--- src/rtl/itgt_upd_pkg.sv ---
package itgt_upd_pkg;
  localparam int TGT_W = 41;
  localparam int TAG_W = 9;
  localparam int CTR_W = 2;

  typedef struct packed {
    logic             valid;
    logic [TAG_W-1:0] tag;
    logic [CTR_W-1:0] ctr;
    logic             useful;
    logic [TGT_W-1:0] target;
  } entry_t;

  localparam int ENTRY_W = $bits(entry_t);

  typedef struct packed {
    logic provWr;
    logic altWr;
    logic allocWr;
    logic provUp;
    logic altUp;
    logic provLoad;
    logic altLoad;
    logic provUseful;
  } strobe_t;

  function automatic logic [CTR_W-1:0] satStep(logic [CTR_W-1:0] c, logic up);
    if (up) return (c == '1) ? c : c + 1'b1;
    return (c == '0) ? c : c - 1'b1;
  endfunction
endpackage

--- src/rtl/itgt_upd_ctrl.sv ---
module itgt_upd_ctrl
  import itgt_upd_pkg::*;
(
  input  logic             updValid,
  input  logic             isIndirect,
  input  logic             provided,
  input  logic [CTR_W-1:0] provCtr,
  input  logic             provUseful,
  input  logic             altProvided,
  input  logic [CTR_W-1:0] altCtr,
  input  logic             allocValid,
  input  logic             provMatch,
  input  logic             altMatch,
  input  logic             baseMatch,
  output strobe_t          stb
);
  logic active, useAlt, altSrcMatch, finalMatch, altWeak;

  always_comb begin
    active      = updValid && isIndirect;
    useAlt      = provided && (provCtr == '0);
    altSrcMatch = altProvided ? altMatch : baseMatch;
    if (useAlt)        finalMatch = altSrcMatch;
    else if (provided) finalMatch = provMatch;
    else               finalMatch = baseMatch;
    altWeak     = altProvided && (altCtr == '0);

    stb          = '0;
    stb.provWr   = active && provided;
    stb.altWr    = active && useAlt && altProvided;
    stb.allocWr  = active && allocValid && !useAlt && !finalMatch;
    stb.provUp   = provMatch;
    stb.altUp    = altMatch;
    stb.provLoad = (provCtr == '0);
    stb.altLoad  = (altCtr == '0);
    if (provMatch && !altSrcMatch) stb.provUseful = 1'b1;
    else if (altWeak)              stb.provUseful = altSrcMatch;
    else                           stb.provUseful = provUseful;
  end
endmodule

--- src/rtl/itgt_upd_dpath.sv ---
module itgt_upd_dpath
  import itgt_upd_pkg::*;
#(
  parameter int NUM_TABLES = 5,
  parameter int IDX_W      = 9,
  parameter int TBL_W      = (NUM_TABLES > 1) ? $clog2(NUM_TABLES) : 1
) (
  input  logic                          clk,
  input  logic                          rst,
  input  strobe_t                       stb,
  input  logic [TBL_W-1:0]              provTable,
  input  logic [IDX_W-1:0]              provIndex,
  input  logic [TAG_W-1:0]              provTag,
  input  logic [CTR_W-1:0]              provCtr,
  input  logic [TGT_W-1:0]              provTarget,
  input  logic [TBL_W-1:0]              altTable,
  input  logic [IDX_W-1:0]              altIndex,
  input  logic [TAG_W-1:0]              altTag,
  input  logic [CTR_W-1:0]              altCtr,
  input  logic                          altUseful,
  input  logic [TGT_W-1:0]              altTarget,
  input  logic [TGT_W-1:0]              baseTarget,
  input  logic [TBL_W-1:0]              allocTable,
  input  logic [IDX_W-1:0]              allocIndex,
  input  logic [TAG_W-1:0]              allocTag,
  input  logic [TGT_W-1:0]              actualTarget,
  output logic                          provMatch,
  output logic                          altMatch,
  output logic                          baseMatch,
  output logic [NUM_TABLES-1:0]         wrEn,
  output logic [NUM_TABLES*IDX_W-1:0]   wrIdx,
  output logic [NUM_TABLES*ENTRY_W-1:0] wrData
);
  entry_t provEnt, altEnt, allocEnt;

  assign provMatch = (provTarget == actualTarget);
  assign altMatch  = (altTarget == actualTarget);
  assign baseMatch = (baseTarget == actualTarget);

  always_comb begin
    provEnt.valid  = 1'b1;
    provEnt.tag    = provTag;
    provEnt.ctr    = satStep(provCtr, stb.provUp);
    provEnt.useful = stb.provUseful;
    provEnt.target = stb.provLoad ? actualTarget : provTarget;

    altEnt.valid   = 1'b1;
    altEnt.tag     = altTag;
    altEnt.ctr     = satStep(altCtr, stb.altUp);
    altEnt.useful  = altUseful;
    altEnt.target  = stb.altLoad ? actualTarget : altTarget;

    allocEnt.valid  = 1'b1;
    allocEnt.tag    = allocTag;
    allocEnt.ctr    = '0;
    allocEnt.useful = 1'b0;
    allocEnt.target = actualTarget;
  end

  for (genvar t = 0; t < NUM_TABLES; t++) begin : g_tbl
    logic             selProv, selAlt, selAlloc;
    logic             enQ;
    logic [IDX_W-1:0] idxQ;
    entry_t           dataQ;

    assign selProv  = stb.provWr  && (provTable  == TBL_W'(t));
    assign selAlt   = stb.altWr   && (altTable   == TBL_W'(t));
    assign selAlloc = stb.allocWr && (allocTable == TBL_W'(t));

    always_ff @(posedge clk) begin
      if (rst) begin
        enQ   <= 1'b0;
        idxQ  <= '0;
        dataQ <= '0;
      end else begin
        enQ <= selProv || selAlt || selAlloc;
        if (selProv) begin
          idxQ  <= provIndex;
          dataQ <= provEnt;
        end else if (selAlt) begin
          idxQ  <= altIndex;
          dataQ <= altEnt;
        end else if (selAlloc) begin
          idxQ  <= allocIndex;
          dataQ <= allocEnt;
        end
      end
    end

    assign wrEn[t]                     = enQ;
    assign wrIdx[t*IDX_W +: IDX_W]     = idxQ;
    assign wrData[t*ENTRY_W +: ENTRY_W] = dataQ;
  end
endmodule

--- src/rtl/itgt_upd.sv ---
module itgt_upd
  import itgt_upd_pkg::*;
#(
  parameter int NUM_TABLES = 5,
  parameter int IDX_W      = 9,
  parameter int TBL_W      = (NUM_TABLES > 1) ? $clog2(NUM_TABLES) : 1
) (
  input  logic                          clk,
  input  logic                          rst,
  input  logic                          updValid,
  input  logic                          isIndirect,
  input  logic                          provided,
  input  logic [TBL_W-1:0]              provTable,
  input  logic [IDX_W-1:0]              provIndex,
  input  logic [TAG_W-1:0]              provTag,
  input  logic [CTR_W-1:0]              provCtr,
  input  logic                          provUseful,
  input  logic [TGT_W-1:0]              provTarget,
  input  logic                          altProvided,
  input  logic [TBL_W-1:0]              altTable,
  input  logic [IDX_W-1:0]              altIndex,
  input  logic [TAG_W-1:0]              altTag,
  input  logic [CTR_W-1:0]              altCtr,
  input  logic                          altUseful,
  input  logic [TGT_W-1:0]              altTarget,
  input  logic [TGT_W-1:0]              baseTarget,
  input  logic                          allocValid,
  input  logic [TBL_W-1:0]              allocTable,
  input  logic [IDX_W-1:0]              allocIndex,
  input  logic [TAG_W-1:0]              allocTag,
  input  logic [TGT_W-1:0]              actualTarget,
  output logic [NUM_TABLES-1:0]         wrEn,
  output logic [NUM_TABLES*IDX_W-1:0]   wrIdx,
  output logic [NUM_TABLES*ENTRY_W-1:0] wrData
);
  strobe_t stb;
  logic    provMatch, altMatch, baseMatch;

  itgt_upd_ctrl u_ctrl (
    .updValid   (updValid),
    .isIndirect (isIndirect),
    .provided   (provided),
    .provCtr    (provCtr),
    .provUseful (provUseful),
    .altProvided(altProvided),
    .altCtr     (altCtr),
    .allocValid (allocValid),
    .provMatch  (provMatch),
    .altMatch   (altMatch),
    .baseMatch  (baseMatch),
    .stb        (stb)
  );

  itgt_upd_dpath #(.NUM_TABLES(NUM_TABLES), .IDX_W(IDX_W), .TBL_W(TBL_W)) u_dpath (
    .clk         (clk),
    .rst         (rst),
    .stb         (stb),
    .provTable   (provTable),
    .provIndex   (provIndex),
    .provTag     (provTag),
    .provCtr     (provCtr),
    .provTarget  (provTarget),
    .altTable    (altTable),
    .altIndex    (altIndex),
    .altTag      (altTag),
    .altCtr      (altCtr),
    .altUseful   (altUseful),
    .altTarget   (altTarget),
    .baseTarget  (baseTarget),
    .allocTable  (allocTable),
    .allocIndex  (allocIndex),
    .allocTag    (allocTag),
    .actualTarget(actualTarget),
    .provMatch   (provMatch),
    .altMatch    (altMatch),
    .baseMatch   (baseMatch),
    .wrEn        (wrEn),
    .wrIdx       (wrIdx),
    .wrData      (wrData)
  );
endmodule

--- config.mk ---
export PLATFORM = sky130hd
export DESIGN_NAME = itgt_upd
export DESIGN_NICKNAME = d
export VERILOG_FILES = /design/src/rtl/itgt_upd_pkg.sv /design/src/rtl/itgt_upd_ctrl.sv /design/src/rtl/itgt_upd_dpath.sv /design/src/rtl/itgt_upd.sv
export SDC_FILE = /design/constraint.sdc
export NUM_CORES = 1
export LEC_CHECK = 0
export BUFFER_PORTS_ARGS = -buffer_cell sky130_fd_sc_hd__buf_4
export CORE_AREA = 2 2 221 223
export CTS_CLUSTER_SIZE = 14
export DETAILED_ROUTE_END_ITERATION = 6
export DIE_AREA = 0 0 223 225
export PLACE_DENSITY = 0.71
export SLEW_MARGIN = 40
export SYNTH_ARGS = -nofsm -noshare
export SYNTH_HDL_FRONTEND = slang
export SYNTH_HIERARCHICAL = 1
export SYNTH_SLANG_ARGS = --single-unit
--- constraint.sdc ---
create_clock -name clk -period 4.51 [get_ports clk]
set_input_delay 0.902 -clock clk [delete_from_list [all_inputs] [get_ports clk]]
set_output_delay 0.902 -clock clk [all_outputs]
set_load 0.02 [all_outputs]
==> results of run 1 <==
-- kinds of logic (layout without fill, tap and decap cells) --
group	Yosys count	after routing
other	0	5
muxes	43	43
and+or+nand+nor	765	765
AOI/OAI and AO/OA	666	666
adders and majority gates	4	4
xor gates and xnor gates	123	123
buffers and inverters	277	709
DFF	320	320
-- stage by stage --
| step | instance area, um^2 | cells | total power, mW | utilization [%] |
|---|---|---|---|---|
| 2_1_floorplan | 18300 | 2198 | 3.48 | - |
| 3_3_place_gp | 23100 | 3171 | 4.08 | 48.7 |
| 3_5_place_dp | 23200 | 3174 | 4.10 | 48.8 |
| 4_1_cts | 24500 | 3245 | 7.32 | 51.5 |
| 5_1_grt | 24500 | 3248 | 7.49 | 51.5 |
| 6_report | 24500 | 3250 | 7.33 | 51.5 |
-- flip-flops by register name, summed over array words and instances, names as in the netlist --
signal and cells:
u_dpath/g_tbl.enQ 5, u_dpath/wrData 270, u_dpath/g_tbl.idxQ 45
-- worst reg2reg max path, cell delays in order (launching register included) --
cell	delay [ps]
dfxtp_1	330
a221oi_1	290
nor3_1	100
-- how the worst max path moves through the flow --
stage	startpoint	end	slack [ps]	depth (start not counted)
6_report	actualTarget[19]	u_dpath/wrData[29]	580	15
5_1_grt	actualTarget[19]	u_dpath/wrData[17]	500	15
4_1_cts	actualTarget[19]	u_dpath/wrData[29]	660	15
3_5_place_dp	actualTarget[19]	u_dpath/wrData[19]	100	15
3_3_place_gp	actualTarget[19]	u_dpath/wrData[28]	60	15
2_1_floorplan	actualTarget[7]	u_dpath/wrData[108]	900	14
-- report_power, final --
group          internal [mW]  total, mW  switching (mW)  leakage [nW]
Sequential              2.87       2.90          0.0327          2.58
Combinational          0.446       1.17           0.724          7.85
Clock                   1.91       3.26            1.34         0.638
Total                   5.23       7.33            2.10          11.1
-- Yosys cell counts, types with 11 or more instances --
library cell	count
nand2_1	357
dfxtp_1	320
clkbuf_1	206
a32o_1	164
nor2_1	150
xor2_1	123
a211o_1	120
a22o_1	90
a31oi_1	90
and3_1	87
a221o_1	82
buf_2	44
nor2b_1	44
mux2i_1	43
nand3_1	42
o21ai_0	42
a21oi_1	40
nor4_1	27
buf_4	15
nor3_1	12
a22oi_1	11
-- routing by layer --
layer	up-vias	wire (um)	GRT usage (%)
li1	9047	-	-
met1	10400	37000	46.2
met2	1646	46100	62.8
met3	280	11000	8.27
met4	0	5370	18.4
met5	-	0	0
-- area by class of cell --
| class | instances | share of cell area [%] |
|---|---|---|
| multi-input combinational | 1601 | 44.6 |
| sequential | 320 | 26.1 |
| timing repair buffer | 634 | 20.7 |
| clock buffer | 58 | 4.77 |
| tap | 615 | 3.14 |
| clock inverter | 13 | 0.505 |
| inverter | 4 | 0.0613 |
| antenna | 5 | 0.0511 |
==> flow_summary.json, run 1 <==
{
  "num_vias": 21300,
  "min_period_ps": 3930,
  "final_layout_size_suffix_gt1_share_pct": 27.8,
  "path_class": "in -> reg",
  "outcome": "finished clean",
  "cts_sinks": 320,
  "dr.pass1.iters": 7,
  "num_rows": 80,
  "peakVddDrop_uv": 200,
  "synth.largest_area_cell": "dfxtp_1",
  "fin_crit_sh_pct": 87.2,
  "crit_fanout": 38,
  "cts_buffer_depth": 3,
  "drt_iter0_markers": 3202,
  "core_mm2": 0.0475,
  "wire_per_inst_um": 30.6,
  "seqCellArea_mm2": 0.00641,
  "ff2ff_setup_slack_ps": 3660,
  "crit_arrival_ps": 4390,
  "via_per_inst": 6.57,
  "cts_setup_buffers": 0,
  "cp_top_family": "simple AND/OR/NAND/NOR gates",
  "n_fill_cell": 4449,
  "slew_violations": 0,
  "dpl.hpwl_um": 70900,
  "hold_buffers": 0,
  "yosysWarnings": 6,
  "fin_nets": 2841,
  "p_per_area_mw_per_mm2": 299,
  "grt_setup_unrepaired": "no",
  "crit_buf_inv": 4,
  "yosysSeqAreaShare_pct": 35.0,
  "ys_ff_latch": 320,
  "maxClockFrequency_ghz": 0.254,
  "antenna_found_initial": 4,
  "worstHoldPathType": "reg -> reg",
  "synthXorXnorAreaFrac_pct": 5.89,
  "synth_cell_types": 59,
  "required_ps": 4960,
  "worstHoldPathCells": 1,
  "r2r-start": "u_dpath/wrData[150]",
  "synthesis.instances": 2198,
  "r2r_cells": 2,
  "synth_adder_area_share_pct": 0.219,
  "wl_um": 99500,
  "fin_ws_ps": 578,
  "tns_ps": 0,
  "multi_input_area_mm2": 0.0109,
  "cts_resized": 0,
  "grt_pass1_wl_um": 141000,
  "mostFrequentLayoutCell": "buf_4",
  "cts.clk_slew.worst_paths_ps": 60,
  "clk_latency_ps": 560,
  "drtAntennaViolNets": 0,
  "synth_top_area_share_pct": 35.0,
  "gp_congestion": 0.927,
  "root_buffer": "clkbuf_16",
  "cts-htree-levels": 2,
  "max_slew_margin_pct": 39.2,
  "hold_viol_final": 0,
  "initial_utilization_pct": 38.5,
  "drc": 0,
  "grtUsageTotal_pct": 37.7,
  "ys_async_sr_fraction_pct": 0,
  "synth_top_family_by_area": "compound AO/OA/AOI/OAI gates",
  "grt_max_degree": 87,
  "critPathCaptureType": "flip-flop",
  "path_cells": "buf_4, xor2_1, nor4_1, nand4_1, nor3_1, buf_4, nand2b_1, o22ai_1, and4_1, buf_4, nor4b_1, o211ai_1, buf_12, a21oi_1, a211o_1",
  "place_ws_ps": 99.2,
  "design.die.area_mm2": 0.0502,
  "first_global_vias": 19700,
  "power.static_leakage_nw": 11.1,
  "cpMostUsedCell": "buf_4",
  "ioPinCount": 560,
  "setup_viol": 0,
  "r2r_end": "u_dpath/wrData[150]",
  "min_from": "u_dpath/wrData[107]",
  "crit_slowest_cell": "nor4_1",
  "synth_edf_count": 0,
  "syn_area_per_cell_um2": 8.32,
  "cp-start-kind": "input pin",
  "portBuffers": 559,
  "worst_slew_pin_slew_ps": 913,
  "whs_ps": 463,
  "ys.flop_type": "dfxtp_1",
  "max_cap_viol_count": 0,
  "synthSimpleGateAreaFrac_pct": 19.6,
  "die_w_um": 223,
  "synth-compound-area-share_pct": 30.6,
  "slowest_delay_ps": 510,
  "die_y_um": 225,
  "finClkSkew_ps": 0,
  "cts_tree": "built",
  "synth_nets": 2438,
  "netlist_area_mm2": 0.0183,
  "final_cell_mix": "607 x buf_4, 356 x nand2_1, 320 x dfxtp_1, 164 x a32o_1, 143 x nor2_1",
  "synthMuxAreaShare_pct": 2.35,
  "numCtsBuffers": 40,
  "synth_area_leaders": "dfxtp_1 35%, a32o_1 9.0%, nand2_1 7.3%",
  "syn2layout_area_growth_pct": 34.0,
  "overflow": 0,
  "hold_end": "u_dpath/wrData[107]"
}
Power figures use the tool's default switching activity.
==> run 2: changes to the inputs <==
==> constraint.sdc (replaced) <==
create_clock -name clk -period 4.51 [get_ports clk]
set_input_delay 0.451 -clock clk [delete_from_list [all_inputs] [get_ports clk]]
set_output_delay 0.451 -clock clk [all_outputs]
set_load 0.02 [all_outputs]
==> flow_summary.json, run 2 (synthesized netlist as in run 1, its figures left out) <==
{
  "p_int_mw": 5.30,
  "post_dp_cell_area_mm2": 0.0229,
  "path_cells": "buf_4, xor2_1, nor4_1, buf_4, nand4_1, nor3_1, buf_4, o22ai_1, and4_1, nor4bb_1, or3_1, and2_2, buf_12, a32o_1",
  "place_ws_ps": 473,
  "place_inst": 3158,
  "initial_utilization_pct": 38.5,
  "crit_slowest_cell": "nor4_1",
  "grt_pass1_wl_um": 142000,
  "cts_resized": 0,
  "fin_nets": 2826,
  "clk_latency_ps": 570,
  "drt_iter0_markers": 3071,
  "outcome": "complete, but fails checks",
  "dpl.hpwl_um": 68700,
  "die_y_um": 225,
  "r2r_cells": 2,
  "antenna_found_initial": 5,
  "worstHoldPathType": "in -> reg",
  "overflow": 0,
  "wl_um": 101000,
  "crit_arrival_ps": 4090,
  "dr.pass1.iters": 7,
  "failed_checks": "design-rule violations",
  "power_frac_comb_pct": 15.7,
  "p_switching_mw": 2.15,
  "switching_share_pct": 28.8,
  "crit_cells": 14,
  "hold_viol_final": 0,
  "syn2layout_area_growth_pct": 32.9,
  "core_mm2": 0.0475,
  "setup_viol": 0,
  "max_cap_viol_count": 0,
  "fin_crit_sh_pct": 80.6,
  "max_slew_margin_pct": 39.5,
  "seqPwrFrac_pct": 39.0,
  "cts-htree-levels": 2,
  "num_vias": 21500,
  "numCtsBuffers": 40,
  "finClkSkew_ps": 0,
  "critPathCapture": "u_dpath/wrData[146]",
  "clkPwrFrac_pct": 45.3,
  "cp_top_family": "simple AND/OR/NAND/NOR gates",
  "largest_reg_flops": 270,
  "min_period_ps": 3640,
  "cts_setup_buffers": 0,
  "tns_ps": 0,
  "whs_ps": 223,
  "portBuffers": 559,
  "final_area_mm2": 0.0243,
  "ioPinCount": 560,
  "crit_buf_inv": 4,
  "cts_sinks": 320,
  "slowest_delay_ps": 540,
  "wire_per_inst_um": 31.3,
  "grt_setup_unrepaired": "no",
  "grtUsageTotal_pct": 38.3,
  "final_cell_mix": "603 x buf_4, 356 x nand2_1, 320 x dfxtp_1, 164 x a32o_1, 143 x nor2_1",
  "cts.clk_slew.worst_paths_ps": 60,
  "hold_buffers": 0,
  "power.static_leakage_nw": 11.0,
  "fin_cells": 3233,
  "final_layout_size_suffix_gt1_share_pct": 27.5,
  "cts_buffer_depth": 3,
  "num_rows": 80,
  "cts_tree": "built",
  "cp-start-kind": "input pin",
  "die_w_um": 223,
  "critPathCaptureType": "flip-flop",
  "first_global_vias": 20000,
  "design.die.area_mm2": 0.0502,
  "root_buffer": "clkbuf_16",
  "n_fill_cell": 4411,
  "ff2ff_setup_slack_ps": 3720,
  "fin_ws_ps": 874,
  "slew_violations": 0,
  "maxClockFrequency_ghz": 0.275,
  "gp_congestion": 0.954,
  "via_per_inst": 6.64,
  "required_ps": 4960,
  "drtAntennaViolNets": 0,
  "path_class": "in -> reg",
  "r2r-start": "u_dpath/wrData[150]",
  "r2r_end": "u_dpath/wrData[150]",
  "drc": 1,
  "peakVddDrop_uv": 217,
  "cpMostUsedCell": "buf_4",
  "mostFrequentLayoutCell": "buf_4",
  "worst_slew_pin_slew_ps": 905,
  "crit_fanout": 28,
  "p_per_area_mw_per_mm2": 306,
  "cp-startpoint": "actualTarget[30]",
  "grt_max_degree": 87
}
## run 2: cell count changes in the layout (fill, tap and decap cells not counted), moves of 2 or more
cell	previous run	this run
diode_2	5	3
clkinv_2	8	3
buf_12	22	13
buf_4	607	603
inv_6	1	3
## run 2: how the worst min path moves through the flow
stage / startpoint / end / slack [ps] / cells after the start
2_1_floorplan: u_dpath/wrData[95] / u_dpath/wrData[95] / 540 / 2
3_3_place_gp: u_dpath/wrData[96] / u_dpath/wrData[96] / 440 / 2
3_5_place_dp: u_dpath/wrData[203] / u_dpath/wrData[203] / 450 / 1
4_1_cts: altUseful / u_dpath/wrData[41] / 200 / 3
5_1_grt: altUseful / u_dpath/wrData[149] / 240 / 3
6_report: altUseful / u_dpath/wrData[149] / 220 / 3
## run 2: worst register-to-register path: stages (launching register included)
cell and delay [ps]:
dfxtp_1 310, a221oi_1 260, nor3_1 90
## run 2: stage by stage
stage | power [mW] | util (%)
6_report | 7.44 | 51.1
5_1_grt | 7.60 | 51.1
4_1_cts | 7.42 | 51.0
3_5_place_dp | 4.09 | 48.2
3_3_place_gp | 4.08 | 48.2
2_1_floorplan | 3.48 | -
## run 2: final cells by class
| type | instances | area, um^2 | share of cell area [%] |
|---|---|---|---|
| sequential | 320 | 6410 | 26.4 |
| antenna | 3 | 7.51 | 0.0309 |
| multi-input combinational | 1601 | 10900 | 45.0 |
| clock buffer | 59 | 1180 | 4.87 |
| timing repair buffer | 619 | 4820 | 19.8 |
| clock inverter | 12 | 155 | 0.638 |
| inverter | 4 | 15.0 | 0.0618 |
| tap | 615 | 769 | 3.17 |
## run 2: routing by layer
metal | global-route usage [%] | vias up | routed length [um]
met4 | 21.0 | 4 | 6680
met1 | 45.4 | 10300 | 35800
met5 | 0 | - | 22
met2 | 62.6 | 1794 | 45800
li1 | - | 8984 | -
met3 | 11.0 | 348 | 13000
## run 2: power groups by stage
stage	Sequential [mW]	Combinational (mW)	Clock [mW]
2_1_floorplan	3.00	0.485	0
4_1_cts	2.90	1.13	3.39
3_3_place_gp	2.96	1.12	0
6_report	2.90	1.17	3.37
5_1_grt	2.90	1.20	3.50
3_5_place_dp	2.96	1.13	0
